===== src/rtl/dgc_pkg.sv =====
package dgc_pkg;
  typedef enum logic [3:0] {
    CLS_FXU    = 4'd0,
    CLS_LD     = 4'd1,
    CLS_ST     = 4'd2,
    CLS_FPU    = 4'd3,
    CLS_CR     = 4'd4,
    CLS_VALU   = 4'd5,
    CLS_VPERM  = 4'd6,
    CLS_BR     = 4'd7,
    CLS_PSEUDO = 4'd8
  } iclass_e;

  typedef enum logic [1:0] {
    HZ_NONE  = 2'd0,
    HZ_BREAK = 2'd1,
    HZ_NOOP  = 2'd2
  } hazard_e;

  localparam int NUM_RES = 6;
  localparam int RES_FXU   = 0;
  localparam int RES_LSU   = 1;
  localparam int RES_FPU   = 2;
  localparam int RES_CR    = 3;
  localparam int RES_VALU  = 4;
  localparam int RES_VPERM = 5;
endpackage


===== src/rtl/dgc_budget.sv =====
module dgc_budget #(
  parameter int FXU_CAP = 2,
  parameter int FPU_CAP = 2,
  parameter int LSU_CAP = 2,
  parameter int ONE_CAP = 1
) (
  input  logic                        clk,
  input  logic                        rst,
  input  logic                        restart,
  input  logic                        take,
  input  logic                        close,
  input  logic [dgc_pkg::NUM_RES-1:0] sel,
  output logic                        full_o
);
  import dgc_pkg::*;

  localparam int CAPS [NUM_RES] = '{FXU_CAP, LSU_CAP, FPU_CAP, ONE_CAP, ONE_CAP, ONE_CAP};
  localparam int MAXC = (FXU_CAP > FPU_CAP) ?
                        ((FXU_CAP > LSU_CAP) ? FXU_CAP : LSU_CAP) :
                        ((FPU_CAP > LSU_CAP) ? FPU_CAP : LSU_CAP);
  localparam int MAXA = (MAXC > ONE_CAP) ? MAXC : ONE_CAP;
  localparam int CW   = $clog2(MAXA + 1);

  logic [NUM_RES-1:0] full_vec;

  for (genvar i = 0; i < NUM_RES; i++) begin : g_res
    logic [CW-1:0] used_q;
    logic [CW-1:0] base;

    assign full_vec[i] = (used_q >= CW'(CAPS[i]));
    assign base        = restart ? '0 : used_q;

    always_ff @(posedge clk) begin
      if (rst) begin
        used_q <= '0;
      end else if (close) begin
        used_q <= '0;
      end else begin
        used_q <= base + CW'(take && sel[i]);
      end
    end

    // a budget never exceeds its cap
    a_r2_cap_bound: assert property (@(posedge clk) disable iff (rst)
      used_q <= CW'(CAPS[i]));
  end

  assign full_o = |(full_vec & sel);
endmodule


===== config.mk =====
export PLATFORM = sky130hd
export DESIGN_NAME = dgc_budget
export DESIGN_NICKNAME = d
export VERILOG_FILES = /design/src/rtl/dgc_pkg.sv /design/src/rtl/dgc_budget.sv
export SDC_FILE = /design/constraint.sdc
export NUM_CORES = 1
export LEC_CHECK = 0
export BUFFER_PORTS_ARGS = -buffer_cell sky130_fd_sc_hd__buf_2
export CORE_UTILIZATION = 42
export CTS_BUF_LIST = sky130_fd_sc_hd__clkbuf_8
export DETAILED_ROUTE_END_ITERATION = 6
export PLACE_DENSITY = 0.72
export SYNTH_ARGS = -nofsm -noshare
export SYNTH_HDL_FRONTEND = slang
export SYNTH_SLANG_ARGS = --single-unit

===== constraint.sdc =====
create_clock -name clk -period 2.5 [get_ports clk]
set_input_delay 0.5 -clock clk [delete_from_list [all_inputs] [get_ports clk]]
set_output_delay 0.5 -clock clk [all_outputs]
set_load 0.05 [all_outputs]

==> reports/qor.yml, run 1 <==
status: "completed"
p_sw_mw: 0.08674
die_h_um: 40.17
finalCritPeriodShare_pct: 76.23
crit_required_ns: 2.00
multi_input_area_um2: 356.6
syn_nets: 81
crit_type: "in2out"
period_minus_slack_ns: 1.906
synth_edf_count: 0
rows: 13
drc: 0
cp_max_fo: 2
power_density_nw_per_um2: 565.6
power_mw: 0.4027
drt-initial-drc-count: 6
yosysTopAreaCellShare_pct: 39.26
ys_types: 15
reg_top3: "g_res.used_q x12"
synth.avg_cell_area_um2: 9.560
htree_levels: 1
clock_latency_ns: 0.24
power_frac_seq_pct: 48.7
grt_max_degree: 13
wirelength_um: 981
ys_ff_latch: 12
worstPathCellList: "buf_2 > a222oi_1 > and3_1 > nand2_1 > buf_2"
fmax_mhz: 524.7
synthCells: 64
drv_slew: 0
synthTopCellsByCount: "dfxtp_1, and2_1, nor2b_1, nor2_1"
ys_warn_count: 0
slew_headroom_pct: 75.84
num_vias: 442
max_flop_register: "g_res.used_q"
rsz0062_at_grt: "no"
core_um2: 1334
p_leak_nw: 0.3112
worstHoldPathCells: 3
cpMostUsedCell: "buf_2"
synth_most_common_cell: "dfxtp_1"
synth.area.top_cells: "dfxtp_1, ha_1, and2_1"
cap_violations: 0
fp.dieW_um: 40.17
grt_pass1_wl_um: 1662
io_buffers: 11
drt_first_pass_iters: 4
initial_core_util_pct: 45.87
grt_overflow_total: 0
dieArea_um2: 1613
worstSetupEndpointType: "output pin"
largest_register_ffs: 12
place_area_um2: 670.6
critical_path_arrival_ns: 1.41
max-clock-path-buffers: 2
power_frac_clock_pct: 43.0
swShare_pct: 21.54
seqCellArea_um2: 240.2
clk_pin_slew_ns: 0.05
async_flop_share_pct: 0
worstRegToRegCells: 4
synthToLayoutAreaGrowth_pct: 16.36
hold_buffers: 0
peakVddDrop_mv: 0.3536
grt_pass1_vias: 424
design_area_um2: 711.9
cts-root-buf: "clkbuf_8"
clock-sinks: 12
yosysSeqAreaShare_pct: 39.26
routed_via_density: 4.857
routedWlPerCell_um: 10.78
setup_tns_ns: 0
nNetsFinal: 95
antenna_cells: 0
critPathMaxStageDelay_ns: 0.34
grt_antenna_before_repair: 0
tightestPinTransition_ns: 0.3624
final_core_util_pct: 53.38
numCtsBuffers: 3
synth-main-ff-cell: "dfxtp_1"
cts.repair.resized: 0
cts_tree: "yes"
final_layout_size_suffix_gt1_share_pct: 25.00
fillCellCount: 126
ios: 12
postRouteAntennaNets: 0
setup_violations: 0
syn_area_um2: 611.8
internal-power_mw: 0.3159
pwr-share-comb_pct: 8.4
cts_setup_buffers: 0
start_kind: "input port"
track_usage_pct: 17.53
cpMaxStageDelayCell: "a222oi_1"
finalHoldViolations: 0
holdCritPathClass: "in2reg"
finClkSkew_ns: 0.0004628
yosys.area.top_type: "dfxtp_1"
place_congestion: 0.6909
==> cell usage in the layout (no fill, tap or decap), drive strengths merged <==
cell type and n:
dfxtp 12, and3 1, xnor2 6, nor2b 12
o21ai 3, and2 12, a222oi 1, nor2 7
buf 11, nand2 1, clkbuf 3, ha 6
or2 1
==> metal layers <==
layer / part of all wire [%] / vias up / global-route usage (%) / wire length [µm]
met3: 4.3 / 5 / 10.00 / 42
met5: 0 / - / 0 / 0
met4: 3.4 / 0 / 15.52 / 33
li1: - / 228 / - / -
met2: 48 / 8 / 27.42 / 468
met1: 44 / 201 / 16.05 / 436
==> logic make-up after synthesis <==
logic type / after synthesis / synth area share, %
compound gates: 4 / 4.089
xor+xnor: 6 / 8.589
fa+ha+maj: 6 / 12.27
buf+inv: 2 / 2.453
flops: 12 / 39.26
simple gates: 34 / 33.34
==> final timing paths <==
| path | start | to | slack (ns) |
|---|---|---|---|
| max | sel[0] | full_o | 0.59 |
| min | rst | g_res[0].used_q[0] | 0.63 |
| max reg2reg | g_res[3].used_q[0] | g_res[3].used_q[1] | 1.56 |
| min reg2reg | g_res[4].used_q[1] | g_res[4].used_q[1] | 0.64 |
==> power groups by stage <==
stage                     clock network [mW]  logic, mW  registers, mW
after global routing                   0.189     0.0389          0.196
after floorplan                            0     0.0216          0.199
after CTS                              0.179     0.0345          0.196
after detailed placement                   0     0.0341          0.200
after global placement                     0     0.0340          0.200
final                                  0.173     0.0337          0.196
==> worst max-delay path: cells and delay by family <==
family	cells	cell delay, ns
and+or+nand+nor	2	0.26
AOI/OAI and AO/OA	1	0.34
buffers and inverters	2	0.31
==> per-stage QoR <==
stage / instances / hold slack, ns / setup slack [ns]
floorplan: 64 / 0.5833 / 0.7586
global placement: 88 / 0.5986 / 0.5861
detailed placement: 88 / 0.6317 / 0.5918
CTS: 91 / 0.6287 / 0.5918
global route: 91 / 0.6523 / 0.5216
finish: 91 / 0.6251 / 0.5942
==> layout make-up <==
cell class,instances,area share (%)
multi-input cells,50,50.09
flip-flops and latches,12,33.74
repair buffers,11,7.733
clock buffers,3,5.800
well taps,15,2.636
Note: power is estimated with default switching activity, not from simulation.
==> inputs of run 2 (changes only) <==
--- a/config.mk
+++ b/config.mk
@@ -9,7 +9,7 @@
 export CORE_UTILIZATION = 42
 export CTS_BUF_LIST = sky130_fd_sc_hd__clkbuf_8
 export DETAILED_ROUTE_END_ITERATION = 6
-export PLACE_DENSITY = 0.72
+export PLACE_DENSITY = 0.75
 export SYNTH_ARGS = -nofsm -noshare
 export SYNTH_HDL_FRONTEND = slang
 export SYNTH_SLANG_ARGS = --single-unit
==> constraint.sdc (replaced) <==
create_clock -name clk -period 1.75 [get_ports clk]
set_input_delay 0.35 -clock clk [delete_from_list [all_inputs] [get_ports clk]]
set_output_delay 0.35 -clock clk [all_outputs]
set_load 0.05 [all_outputs]
==> reports/qor.yml, run 2 (synthesis gave the netlist of run 1 again) <==
status: "completed"
p_sw_mw: 0.1176
startpoint: "g_res[0].used_q[1]"
design_area_um2: 719.4
slew_headroom_pct: 74.66
finClkSkew_ns: 0.001348
crit_required_ns: 1.40
numCtsBuffers: 3
grt_pass1_wl_um: 1759
tightestPinTransition_ns: 0.3801
reg_top3: "g_res.used_q x12"
drv_slew: 0
worstSetupEndpointType: "output pin"
grt_util_met1_pct: 16.16
routedWlPerCell_um: 10.88
antenna_cells: 0
largest_register_ffs: 12
worstHoldPathCells: 3
fp.dieW_um: 40.17
clk_pin_slew_ns: 0.05
place_area_um2: 670.6
rsz0062_at_grt: "yes"
finalHoldViolations: 0
num_vias: 442
track_usage_pct: 17.46
internal-power_mw: 0.4524
layout_common_cells: "and2_1, dfxtp_1, buf_2"
setup_violations: 0
worstRegToRegCells: 4
max-clock-path-buffers: 2
grt_pass1_vias: 441
swShare_pct: 20.63
cp_max_fo: 2
critical_path_arrival_ns: 1.32
routed_via_density: 4.857
synthToLayoutAreaGrowth_pct: 17.59
drc: 0
drt_first_pass_iters: 4
place_congestion: 0.7202
final_layout_size_suffix_gt1_share_pct: 26.32
io_buffers: 11
finalCritPeriodShare_pct: 95.21
initial_core_util_pct: 45.87
wirelength_um: 990
drt-initial-drc-count: 5
r2r_end: "g_res[0].used_q[1]"
nNetsFinal: 95
busiest_layer: "met2"
clock_latency_ns: 0.23
p_leak_nw: 0.3124
die_h_um: 40.17
critPathMaxStageDelay_ns: 0.34
postRouteAntennaNets: 0
grt_use_met3_pct: 6.667
power_frac_clock_pct: 42.1
peakVddDrop_mv: 0.4097
worstPathCellList: "a222oi_1 > and3_1 > nand2_1 > buf_6"
cts_tree: "yes"
htree_levels: 1
power_density_nw_per_um2: 792.3
grt_max_degree: 13
max_flop_register: "g_res.used_q"
cpMaxStageDelayCell: "a222oi_1"
rows: 13
grt_antenna_before_repair: 0
crit_end: "full_o"
final_core_util_pct: 53.94
cap_violations: 0
fmax_mhz: 600.2
clock-sinks: 12
start_kind: "flip-flop"
place_hpwl_um: 792
core_um2: 1334
holdCritPathClass: "in2reg"
pwr-share-comb_pct: 8.7
period_minus_slack_ns: 1.666
crit_type: "reg2out"
cts-root-buf: "clkbuf_8"
r2r_slack_ns: 0.78
dieArea_um2: 1613
place_ws_ns: 0.1350
power_frac_seq_pct: 49.1
layout_setup_ws_ns: 0.08388
grt_util_met2_pct: 33.06
r2r_start: "g_res[0].used_q[0]"
grt_overflow_total: 0
ios: 12
[run 2: cell types whose count changed in the layout (fill, tap and decap cells not counted)]
cell	previous run	this run
buf_2	11	10
buf_6	0	1
dfxtp_1	12	11
dfxtp_2	0	1
[run 2: metrics by stage]
stage / total power [mW] / instances / hold WS [ns] / setup TNS (ns)
floorplan: 0.3158 / 64 / 0.5796 / 0
global placement: 0.3334 / 88 / 0.5960 / 0
detailed placement: 0.3340 / 88 / 0.6318 / 0
CTS: 0.5808 / 91 / 0.4834 / 0
global route: 0.6011 / 91 / 0.5113 / -0.02800
finish: 0.5700 / 91 / 0.4789 / 0
[run 2: area by class of cell]
class                      instances  area (µm²)
multi-input combinational         50       356.6
timing repair buffer              11       61.31
sequential                        12       241.5
clock buffer                       3       41.29
tap                               15       18.77
fill                             141       614.3
[run 2: power groups by stage]
stage | sequential (mW) | combinational (mW) | clock [mW]
2_1_floorplan | 0.285 | 0.0308 | 0
3_3_place_gp | 0.285 | 0.0482 | 0
3_5_place_dp | 0.285 | 0.0487 | 0
4_1_cts | 0.280 | 0.0491 | 0.252
5_1_grt | 0.280 | 0.0582 | 0.263
6_report | 0.280 | 0.0499 | 0.240
[run 2: how the worst min path moves through the flow]
stage | start | end
finish | rst | g_res[4].used_q[0]
global route | rst | g_res[1].used_q[0]
CTS | rst | g_res[4].used_q[0]
detailed placement | g_res[3].used_q[1] | g_res[3].used_q[1]
global placement | g_res[3].used_q[1] | g_res[3].used_q[1]
floorplan | restart | g_res[4].used_q[1]
[run 2: layer usage]
| metal | vias up | wire length, µm |
|---|---|---|
| met1 | 204 | 417 |
| met4 | 0 | 0 |
| met5 | - | 0 |
| met2 | 9 | 518 |
| met3 | 0 | 54 |
| li1 | 229 | - |
[run 2: worst max-delay path: cells and delay by family (launching register included)]
family / cells / cell delay, ns
compound gates: 1 / 0.34
flops: 1 / 0.31
simple gates: 2 / 0.27
buf+inv: 1 / 0.15
[run 2: timing repair]
item | in CTS | in global routing
hold buffers | 0 | 0
resized for setup | 0 | 4
setup endpoints to repair | 0 | 1
endpoints found under the hold margin | 0 | 0
setup buffers | 0 | 0
